[src/rtl/pwrbus_pkg.sv]
package pwrbus_pkg;

    localparam int DATA_W = 32;
    localparam int ALEN_W = 3;
    localparam int STS_W  = 3;
    localparam int CODE_W = 4;

    // Register byte offsets
    localparam int unsigned OFF_CTRL  = 32'h00;
    localparam int unsigned OFF_CLK   = 32'h04;
    localparam int unsigned OFF_IEN   = 32'h08;
    localparam int unsigned OFF_STS   = 32'h0C;
    localparam int unsigned OFF_ADR0  = 32'h10;
    localparam int unsigned OFF_ADR1  = 32'h14;
    localparam int unsigned OFF_LEN   = 32'h18;
    localparam int unsigned OFF_DAT0  = 32'h1C;
    localparam int unsigned OFF_DAT1  = 32'h20;
    localparam int unsigned OFF_INIT  = 32'h28;
    localparam int unsigned OFF_CMD   = 32'h2C;
    localparam int unsigned OFF_DEVA  = 32'h30;

    // Control bits
    localparam int CTRL_GO   = 7;
    localparam int CTRL_GIE  = 1;
    localparam int CTRL_SRST = 0;

    // Status bits
    localparam int STS_DONE = 0;
    localparam int STS_FAIL = 1;
    localparam int STS_LBSY = 2;
    localparam int STS_CODE_LSB = 8;

    localparam int LEN_RD = 4;
    localparam int INIT_GO = 31;

    // Opcodes
    localparam logic [7:0] OPC_SETRTA = 8'hE8;
    localparam logic [7:0] OPC_RD8    = 8'h8B;
    localparam logic [7:0] OPC_RD16   = 8'h9C;
    localparam logic [7:0] OPC_RD32   = 8'hA6;
    localparam logic [7:0] OPC_WR8    = 8'h4E;
    localparam logic [7:0] OPC_WR16   = 8'h59;
    localparam logic [7:0] OPC_WR32   = 8'h63;

    typedef enum logic {JOB_XFER = 1'b0, JOB_INIT = 1'b1} job_kind_e;

    typedef struct packed {
        job_kind_e          kind;
        logic [7:0]         cmd;
        logic [7:0]         rta;
        logic [15:0]        dev;
        logic [DATA_W-1:0]  addr;
        logic [ALEN_W-1:0]  alen;
        logic               rd;
        logic [DATA_W-1:0]  wdata;
        logic [7:0]         ireg;
        logic [7:0]         ival;
    } job_t;

    // Byte-lane mask selected by the width encoded in an opcode
    function automatic logic [DATA_W-1:0] lane_mask(input logic [7:0] opc);
        logic [DATA_W-1:0] m;
        case (opc)
            OPC_RD8,  OPC_WR8:  m = DATA_W'(32'h0000_00FF);
            OPC_RD16, OPC_WR16: m = DATA_W'(32'h0000_FFFF);
            default:            m = '1;
        endcase
        return m;
    endfunction

endpackage

[src/rtl/pwrbus_regs.sv]
module pwrbus_regs
    import pwrbus_pkg::*;
#(
    parameter int ADDR_W = 8
) (
    input  logic                clk,
    input  logic                rst,
    input  logic                host_wr,
    input  logic [ADDR_W-1:0]   host_addr,
    input  logic [DATA_W-1:0]   host_wdata,
    output logic [DATA_W-1:0]   host_rdata,
    input  logic                busy_xfer,
    input  logic                busy_init,
    input  logic [STS_W-1:0]    sts,
    input  logic [CODE_W-1:0]   sts_code,
    input  logic                cap_en,
    input  logic [DATA_W-1:0]   cap_data,
    output logic                clr,
    output logic                go,
    output logic [STS_W-1:0]    sts_clr,
    output logic                gie,
    output logic [STS_W-1:0]    ien,
    output job_t                cfg
);

    logic                srst_q, gie_q, rd_q;
    logic [DATA_W-1:0]   clk_q, adr0_q, adr1_q, dat0_q, dat1_q;
    logic [STS_W-1:0]    ien_q;
    logic [ALEN_W-1:0]   alen_q;
    logic [7:0]          cmd_q, rta_q, ireg_q, ival_q;
    logic [15:0]         dev_q;
    logic                busy;

    logic w_ctrl, w_clk, w_ien, w_sts, w_adr0, w_adr1, w_len;
    logic w_dat0, w_dat1, w_init, w_cmd, w_deva;

    always_comb begin
        w_ctrl = host_wr && (host_addr == ADDR_W'(OFF_CTRL));
        w_clk  = host_wr && (host_addr == ADDR_W'(OFF_CLK));
        w_ien  = host_wr && (host_addr == ADDR_W'(OFF_IEN));
        w_sts  = host_wr && (host_addr == ADDR_W'(OFF_STS));
        w_adr0 = host_wr && (host_addr == ADDR_W'(OFF_ADR0));
        w_adr1 = host_wr && (host_addr == ADDR_W'(OFF_ADR1));
        w_len  = host_wr && (host_addr == ADDR_W'(OFF_LEN));
        w_dat0 = host_wr && (host_addr == ADDR_W'(OFF_DAT0));
        w_dat1 = host_wr && (host_addr == ADDR_W'(OFF_DAT1));
        w_init = host_wr && (host_addr == ADDR_W'(OFF_INIT));
        w_cmd  = host_wr && (host_addr == ADDR_W'(OFF_CMD));
        w_deva = host_wr && (host_addr == ADDR_W'(OFF_DEVA));
    end

    assign busy    = busy_xfer | busy_init;
    assign clr     = rst | srst_q;
    assign go      = (w_ctrl & host_wdata[CTRL_GO]) | (w_init & host_wdata[INIT_GO]);
    assign sts_clr = w_sts ? host_wdata[STS_W-1:0] : '0;
    assign gie     = gie_q;
    assign ien     = ien_q;

    always_ff @(posedge clk) begin
        if (clr) begin
            srst_q <= 1'b0;
            gie_q  <= 1'b0;
            rd_q   <= 1'b0;
            clk_q  <= '0;
            adr0_q <= '0;
            adr1_q <= '0;
            dat0_q <= '0;
            dat1_q <= '0;
            ien_q  <= '0;
            alen_q <= '0;
            cmd_q  <= '0;
            rta_q  <= '0;
            dev_q  <= '0;
            ireg_q <= '0;
            ival_q <= '0;
        end else begin
            if (w_ctrl) begin
                gie_q  <= host_wdata[CTRL_GIE];
                srst_q <= host_wdata[CTRL_SRST];
            end
            if (w_clk)  clk_q  <= host_wdata;
            if (w_ien)  ien_q  <= host_wdata[STS_W-1:0];
            if (w_adr0) adr0_q <= host_wdata;
            if (w_adr1) adr1_q <= host_wdata;
            if (w_len) begin
                rd_q   <= host_wdata[LEN_RD];
                alen_q <= host_wdata[ALEN_W-1:0];
            end
            if (cap_en)      dat0_q <= cap_data;
            else if (w_dat0) dat0_q <= host_wdata;
            if (w_dat1) dat1_q <= host_wdata;
            if (w_cmd)  cmd_q  <= host_wdata[7:0];
            if (w_deva) begin
                rta_q <= host_wdata[23:16];
                dev_q <= host_wdata[15:0];
            end
            if (w_init && !busy) begin
                ireg_q <= host_wdata[15:8];
                ival_q <= host_wdata[23:16];
            end
        end
    end

    // Job as it would be captured by a trigger in this cycle
    always_comb begin
        cfg.kind  = w_init ? JOB_INIT : JOB_XFER;
        cfg.cmd   = cmd_q;
        cfg.rta   = rta_q;
        cfg.dev   = dev_q;
        cfg.addr  = adr0_q;
        cfg.alen  = alen_q;
        cfg.rd    = rd_q;
        cfg.wdata = dat0_q;
        cfg.ireg  = w_init ? host_wdata[15:8]  : ireg_q;
        cfg.ival  = w_init ? host_wdata[23:16] : ival_q;
    end

    always_comb begin
        host_rdata = '0;
        case (host_addr)
            ADDR_W'(OFF_CTRL): begin
                host_rdata[CTRL_GO]   = busy_xfer;
                host_rdata[CTRL_GIE]  = gie_q;
                host_rdata[CTRL_SRST] = srst_q;
            end
            ADDR_W'(OFF_CLK):  host_rdata = clk_q;
            ADDR_W'(OFF_IEN):  host_rdata[STS_W-1:0] = ien_q;
            ADDR_W'(OFF_STS): begin
                host_rdata[STS_W-1:0] = sts;
                host_rdata[STS_CODE_LSB +: CODE_W] = sts_code;
            end
            ADDR_W'(OFF_ADR0): host_rdata = adr0_q;
            ADDR_W'(OFF_ADR1): host_rdata = adr1_q;
            ADDR_W'(OFF_LEN): begin
                host_rdata[LEN_RD] = rd_q;
                host_rdata[ALEN_W-1:0] = alen_q;
            end
            ADDR_W'(OFF_DAT0): host_rdata = dat0_q;
            ADDR_W'(OFF_DAT1): host_rdata = dat1_q;
            ADDR_W'(OFF_INIT): begin
                host_rdata[INIT_GO] = busy_init;
                host_rdata[23:16]   = ival_q;
                host_rdata[15:8]    = ireg_q;
            end
            ADDR_W'(OFF_CMD):  host_rdata[7:0] = cmd_q;
            ADDR_W'(OFF_DEVA): host_rdata[23:0] = {rta_q, dev_q};
            default:           host_rdata = '0;
        endcase
    end

    AST_SRST_SELF_CLEARS: assert property (@(posedge clk) disable iff (rst)
        srst_q |=> !srst_q);

    AST_SRST_WIPES_CMD: assert property (@(posedge clk) disable iff (rst)
        srst_q |=> (cmd_q == '0) && (dat0_q == '0) && !gie_q);

endmodule

[src/rtl/pwrbus_seq.sv]
module pwrbus_seq
    import pwrbus_pkg::*;
(
    input  logic                clk,
    input  logic                rst,
    input  logic                clr,
    input  logic                go,
    input  logic [STS_W-1:0]    sts_clr,
    input  job_t                cfg,
    input  logic                eng_done,
    input  logic                eng_err,
    input  logic [CODE_W-1:0]   eng_err_code,
    input  logic [DATA_W-1:0]   eng_rdata,
    output logic                busy,
    output job_t                job,
    output logic [STS_W-1:0]    sts,
    output logic [CODE_W-1:0]   sts_code,
    output logic                cap_en,
    output logic [DATA_W-1:0]   cap_data
);

    logic               busy_q;
    job_t               job_q, job_in;
    logic [STS_W-1:0]   sts_q, sts_set;
    logic [CODE_W-1:0]  code_q;
    logic               fin;

    always_comb begin
        fin     = busy_q & eng_done;
        sts_set = '0;
        if (fin) begin
            if (eng_err) sts_set[STS_FAIL] = 1'b1;
            else         sts_set[STS_DONE] = 1'b1;
        end
        if (go && busy_q) sts_set[STS_LBSY] = 1'b1;

        job_in       = cfg;
        job_in.wdata = cfg.wdata & lane_mask(cfg.cmd);

        cap_en   = fin & ~eng_err & (job_q.kind == JOB_XFER) & job_q.rd;
        cap_data = eng_rdata & lane_mask(job_q.cmd);
    end

    always_ff @(posedge clk) begin
        if (clr) begin
            busy_q <= 1'b0;
            job_q  <= '0;
            sts_q  <= '0;
            code_q <= '0;
        end else begin
            if (fin) begin
                busy_q <= 1'b0;
            end else if (go && !busy_q) begin
                busy_q <= 1'b1;
                job_q  <= job_in;
            end
            sts_q <= (sts_q & ~sts_clr) | sts_set;
            if (fin && eng_err)       code_q <= eng_err_code;
            else if (sts_clr[STS_FAIL]) code_q <= '0;
        end
    end

    assign busy     = busy_q;
    assign job      = job_q;
    assign sts      = sts_q;
    assign sts_code = code_q;

    AST_DONE_RELEASES: assert property (@(posedge clk) disable iff (rst)
        (busy_q && eng_done && !clr) |=> !busy_q);

    AST_FAIL_FLAGGED: assert property (@(posedge clk) disable iff (rst)
        (busy_q && eng_done && eng_err && !clr) |=> sts_q[STS_FAIL] && (code_q == $past(eng_err_code)));

    AST_JOB_FROZEN: assert property (@(posedge clk) disable iff (rst)
        (busy_q && !clr) |=> $stable(job_q));

    AST_LOAD_BUSY: assert property (@(posedge clk) disable iff (rst)
        (busy_q && !eng_done && go && !clr) |=> busy_q && sts_q[STS_LBSY]);

    AST_W1C_DONE: assert property (@(posedge clk) disable iff (rst)
        (sts_clr[STS_DONE] && !fin && !clr) |=> !sts_q[STS_DONE]);

endmodule

[src/rtl/pwrbus_irq.sv]
module pwrbus_irq
    import pwrbus_pkg::*;
(
    input  logic                clk,
    input  logic                rst,
    input  logic                gie,
    input  logic [STS_W-1:0]    ien,
    input  logic [STS_W-1:0]    sts,
    output logic                irq
);

    assign irq = gie & (|(sts & ien));

    AST_IRQ_NEEDS_GIE: assert property (@(posedge clk) disable iff (rst)
        irq |-> gie);

    AST_IRQ_NEEDS_SRC: assert property (@(posedge clk) disable iff (rst)
        (sts == '0) |-> !irq);

endmodule

[src/rtl/pwrbus_host.sv]
module pwrbus_host
    import pwrbus_pkg::*;
#(
    parameter int ADDR_W = 8
) (
    input  logic                clk,
    input  logic                rst,
    input  logic                host_wr,
    input  logic [ADDR_W-1:0]   host_addr,
    input  logic [31:0]         host_wdata,
    output logic [31:0]         host_rdata,
    output logic                irq,
    output logic                eng_req,
    output logic                eng_is_init,
    output logic [7:0]          eng_cmd,
    output logic [7:0]          eng_rta,
    output logic [15:0]         eng_dev,
    output logic [31:0]         eng_addr,
    output logic [2:0]          eng_alen,
    output logic                eng_read,
    output logic [31:0]         eng_wdata,
    output logic [7:0]          eng_init_reg,
    output logic [7:0]          eng_init_val,
    input  logic                eng_done,
    input  logic                eng_err,
    input  logic [3:0]          eng_err_code,
    input  logic [31:0]         eng_rdata
);

    logic               clr, go, busy, gie, cap_en;
    logic [STS_W-1:0]   sts_clr, ien, sts;
    logic [CODE_W-1:0]  sts_code;
    logic [DATA_W-1:0]  cap_data;
    job_t               cfg, job;
    logic               busy_xfer, busy_init;

    assign busy_xfer = busy & (job.kind == JOB_XFER);
    assign busy_init = busy & (job.kind == JOB_INIT);

    pwrbus_regs #(.ADDR_W(ADDR_W)) u_regs (
        .clk        (clk),
        .rst        (rst),
        .host_wr    (host_wr),
        .host_addr  (host_addr),
        .host_wdata (host_wdata),
        .host_rdata (host_rdata),
        .busy_xfer  (busy_xfer),
        .busy_init  (busy_init),
        .sts        (sts),
        .sts_code   (sts_code),
        .cap_en     (cap_en),
        .cap_data   (cap_data),
        .clr        (clr),
        .go         (go),
        .sts_clr    (sts_clr),
        .gie        (gie),
        .ien        (ien),
        .cfg        (cfg)
    );

    pwrbus_seq u_seq (
        .clk          (clk),
        .rst          (rst),
        .clr          (clr),
        .go           (go),
        .sts_clr      (sts_clr),
        .cfg          (cfg),
        .eng_done     (eng_done),
        .eng_err      (eng_err),
        .eng_err_code (eng_err_code),
        .eng_rdata    (eng_rdata),
        .busy         (busy),
        .job          (job),
        .sts          (sts),
        .sts_code     (sts_code),
        .cap_en       (cap_en),
        .cap_data     (cap_data)
    );

    pwrbus_irq u_irq (
        .clk  (clk),
        .rst  (rst),
        .gie  (gie),
        .ien  (ien),
        .sts  (sts),
        .irq  (irq)
    );

    assign eng_req      = busy;
    assign eng_is_init  = (job.kind == JOB_INIT);
    assign eng_cmd      = job.cmd;
    assign eng_rta      = job.rta;
    assign eng_dev      = job.dev;
    assign eng_addr     = job.addr;
    assign eng_alen     = job.alen;
    assign eng_read     = job.rd;
    assign eng_wdata    = job.wdata;
    assign eng_init_reg = job.ireg;
    assign eng_init_val = job.ival;

endmodule

[config.mk]
export PLATFORM = sky130hd
export DESIGN_NAME = pwrbus_host
export DESIGN_NICKNAME = d
export VERILOG_FILES = /design/src/rtl/pwrbus_pkg.sv /design/src/rtl/pwrbus_regs.sv /design/src/rtl/pwrbus_seq.sv /design/src/rtl/pwrbus_irq.sv /design/src/rtl/pwrbus_host.sv
export SDC_FILE = /design/constraint.sdc
export NUM_CORES = 1
export LEC_CHECK = 0
export ABC_AREA = 1
export BUFFER_PORTS_ARGS = -buffer_cell sky130_fd_sc_hd__buf_2
export CAP_MARGIN = 20
export CORE_ASPECT_RATIO = 0.7
export CORE_MARGIN = 4
export CORE_UTILIZATION = 57
export CTS_CLUSTER_SIZE = 10
export DETAILED_ROUTE_END_ITERATION = 8
export GPL_ROUTABILITY_DRIVEN = 0
export PLACE_DENSITY = 0.77
export SYNTH_ARGS = -nofsm -noshare
export SYNTH_HDL_FRONTEND = slang
export SYNTH_SLANG_ARGS = --single-unit
[constraint.sdc]
create_clock -name clk -period 3.8 [get_ports clk]
set_clock_uncertainty 0.2 [all_clocks]
set_input_delay 0.76 -clock clk [delete_from_list [all_inputs] [get_ports clk]]
set_output_delay 0.76 -clock clk [all_outputs]
set_load 0.005 [all_outputs]
==> load_flow_metrics.sql <==
INSERT INTO impl_metrics (metric_group, metric, value, unit) VALUES
('timing', 'rsz_0062_raised_after_global_routing', 'no', ''),
('finish', 'layout.nets', '2453', ''),
('clocking', 'max-clock-path-buffers', '3', ''),
('finish', 'layoutNonFillerInstCount', '2732', ''),
('grt', 'grt_start_max_net_pins', '293', ''),
('timing', 'finalHoldViolCount', '0', ''),
('synth', 'netlist.area_leader.share', '0.4522', ''),
('synth', 'sequential_to_total_area_share_from_yosys_stat', '0.4522', ''),
('clocking', 'cts.sinks', '342', ''),
('detailed_routing', 'drt-wirelength-per-cell', '18.50', 'µm'),
('floorplan', 'die_h', '144.4', 'µm'),
('timing', 'final_max_slew_viol_count', '0', ''),
('synth', 'synth_cell_types', '24', ''),
('grt', 'antenna_found_initial', '0', ''),
('timing', 'fin_crit', '3.523', 'ns'),
('detailed_routing', 'firstDrtPassIters', '6', ''),
('finish', 'layout.core_utilization', '0.6747', ''),
('critical_path', 'start_kind', 'input port', ''),
('detailed_routing', 'postRouteAntennaNets', '0', ''),
('floorplan', 'die-width', '202.8', 'µm'),
('clocking', 'postCtsResizedCells', '0', ''),
('clocking', 'clock_tree.htree_level_count', '2', ''),
('detailed_routing', 'via_count', '15700', ''),
('timing', 'max_freq', '283.8', 'MHz'),
('detailed_routing', 'detailedRoute.firstIterationViolations', '1963', ''),
('finish', 'post_route_cells_drive_above_1_share', '0.1394', ''),
('finish', 'synthesis_to_layout_area_growth', '15.56', '%'),
('critical_path', 'critical_path.cell_chain', 'buf_2 -> nor2_1 -> nand3_1 -> nor2_2 -> inv_1 -> o21ai_0 -> nor2_1 -> o21ai_0 -> buf_2', ''),
('run', 'drv_cap', '0', ''),
('critical_path', 'worstSetupPathType', 'input port to output port', ''),
('synth', 'ys_ff_latch', '342', ''),
('critical_path', 'cp-startpoint', 'host_addr[1]', ''),
('clocking', 'hold_buffers', '0', ''),
('clocking', 'post-cts-setup-buffers', '0', ''),
('synth', 'synth_nets', '2296', ''),
('clocking', 'clk_pin_slew_worst_setup_hold_paths', '0.06', 'ns'),
('synth', 'avgSynthCellArea', '6.836', 'µm²'),
('clocking', 'cts_root_buf', 'sky130_fd_sc_hd__clkbuf_16', ''),
('critical_path', 'critical_path.max_stage_delay', '0.43', 'ns'),
('place', 'detailed_place_hpwl', '35250', 'µm'),
('critical_path', 'r2r-start', 'u_seq.busy', ''),
('detailed_routing', 'detail_route.vias_per_cell', '5.747', ''),
('clocking', 'worst_skew_pair.late_latency', '0.53', 'ns'),
('detailed_routing', 'route.detailed.drc', '0', ''),
('worst_hold_path', 'min-delay-path-class', 'register to register', ''),
('place', 'preCtsSetupSlack', '0.3403', 'ns'),
('status', 'status', 'completed', ''),
('critical_path', 'critical_path.slowest_cell', 'sky130_fd_sc_hd__inv_1', ''),
('place', 'placed_cells', '2687', ''),
('floorplan', 'core_region_area', '25930', 'µm²'),
('power_and_ir_drop', 'max-vdd-ir-drop', '0.2785', 'mV'),
('synth', 'yosys.area.top_type', 'sky130_fd_sc_hd__dfxtp_1', ''),
('timing', 'totalNegativeSetupSlack', '0', 'ns'),
('floorplan', 'std_cell_rows', '49', ''),
('critical_path', 'required', '2.84', 'ns'),
('timing', 'final.setup.worst_slack', '0.2769', 'ns'),
('synth', 'yosys_warnings', '0', ''),
('worst_hold_path', 'hold_path.startpoint', 'u_regs.adr1_q[1]', ''),
('synth', 'post_synth_instance_area', '15140', 'µm²'),
('grt', 'number_of_global_route_vias_before_repair', '14620', ''),
('power_and_ir_drop', 'power_density_over_cell_area', '410.9', 'nW/µm²'),
('timing', 'holdWs', '0.2504', 'ns'),
('clocking', 'cts_tree', 'built', ''),
('synth', 'syn_inst', '2215', ''),
('grt', 'grt_util_all_layers', '0.3339', ''),
('timing', 'tightest_slew', '1.314', 'ns'),
('critical_path', 'critical_path_arrival', '2.56', 'ns'),
('grt', 'grt_first_pass_wirelength', '78890', 'µm'),
('floorplan', 'start_util', '0.5838', ''),
('grt', 'globalRoute.totalOverflow', '0', ''),
('floorplan', 'design.portCount', '232', ''),
('power_and_ir_drop', 'power.leakage', '7.767', 'nW'),
('floorplan', 'die_area', '29280', 'µm²'),
('critical_path', 'path_max_fanout', '26', ''),
('synth', 'synth.area.top_cells', 'sky130_fd_sc_hd__dfxtp_1, sky130_fd_sc_hd__nand2_1, sky130_fd_sc_hd__a21oi_1', ''),
('critical_path', 'timing.critical_path.to_type', 'output port', ''),
('place', 'port_buffers', '231', ''),
('timing', 'slew_headroom', '0.1241', ''),
('timing', 'setup_viol', '0', ''),
('finish', 'antenna-diode-count', '0', ''),
('clocking', 'cts_made_buffers', '40', ''),
('timing', 'layout_worst_path_cycle_share', '0.9271', ''),
('detailed_routing', 'routed_wirelength', '50530', 'µm');
worst max-delay path: cells and delay by family:
family | cells | cell delay (ns)
buffers and inverters | 3 | 0.71
AOI/OAI and AO/OA | 2 | 0.50
and+or+nand+nor | 4 | 0.56
metal layers:
metal	track usage	vias to the layer above	wire length, µm
li1	-	7487	-
met1	0.4499	7207	20720
met2	0.5390	871	22970
met3	0.06321	135	4953
met4	0.1292	0	1883
met5	0	-	0
final timing paths:
check / end / slack (ns) / depth (start not counted)
setup / recovery: host_rdata[30] / 0.28 / 9
hold / removal: u_regs.adr1_q[1] / 0.25 / 2
setup reg to reg: u_regs.dat0_q[1] / 1.30 / 8
hold reg to reg: u_regs.adr1_q[1] / 0.25 / 2
sequential cells by signal (all words and copies together) (netlist names):
signal	flops
u_regs.rd_q	1
u_regs.rta_q	8
u_regs.adr1_q	32
u_regs.gie	1
u_regs.dev_q	16
u_regs.cmd_q	8
u_regs.ien	3
u_seq.job	117
u_regs.dat1_q	32
u_regs.adr0_q	32
u_regs.clk_q	32
u_seq.sts_code	4
u_regs.ireg_q	8
u_seq.sts	3
u_regs.alen_q	3
u_regs.dat0_q	32
u_regs.ival_q	8
u_regs.srst_q	1
u_seq.busy	1
final cells by class:
cell class                      instances  area, µm²
Clock buffer                           42       1030
Clock inverter                          3      26.28
Fill cell                            2356       8437
Inverter                              207      779.5
Multi-Input combinational cell       1516       6869
Sequential cell                       342       6847
Tap cell                              357      446.7
Timing Repair Buffer                  265       1499
cell usage in the layout (no fill, tap or decap), types with 18 or more instances in the layout:
cell	instances
sky130_fd_sc_hd__a21oi_1	270
sky130_fd_sc_hd__dfxtp_1	342
sky130_fd_sc_hd__nand2_1	428
sky130_fd_sc_hd__buf_4	27
sky130_fd_sc_hd__clkbuf_16	41
sky130_fd_sc_hd__o21ai_0	246
sky130_fd_sc_hd__inv_1	201
sky130_fd_sc_hd__a211oi_1	18
sky130_fd_sc_hd__buf_2	231
sky130_fd_sc_hd__nand4_1	26
sky130_fd_sc_hd__nor2_1	311
sky130_fd_sc_hd__nand3b_1	21
sky130_fd_sc_hd__nand3_1	158
through the flow:
step | area (µm²) | power [mW]
final | 17500 | 7.189
after detailed placement | 16440 | 3.934
after global routing | 17500 | 7.379
after global placement | 16440 | 3.931
after CTS | 17500 | 7.191
after floorplan | 15140 | 3.814
Yosys cell counts, drive strengths merged:
master	instances
o21ai	246
nand2	433
o211ai	1
clkbuf	86
dfxtp	342
nand3b	21
nand3	159
inv	206
nor2	322
buf	64
a21oi	270
nor3	5
o22ai	14
nor4	1
a211oi	18
nand4	26
clkinv	1
cells by family (layout without fill, tap and decap cells):
group | after synthesis | in the layout | synth area share
buffers and inverters | 357 | 517 | 0.09644
AND/OR/NAND/NOR | 967 | 967 | 0.2656
AO/OA/AOI/OAI | 549 | 549 | 0.1858
flip-flops | 342 | 342 | 0.4522
report_power, final:
group / total [mW] / switching [mW] / internal, mW / leakage, nW
Sequential: 3.60 / 0.00467 / 3.60 / 2.75
Clock: 3.32 / 1.41 / 1.91 / 0.520
Combinational: 0.268 / 0.193 / 0.0749 / 4.49
Note: power is estimated with default switching activity, not from simulation.
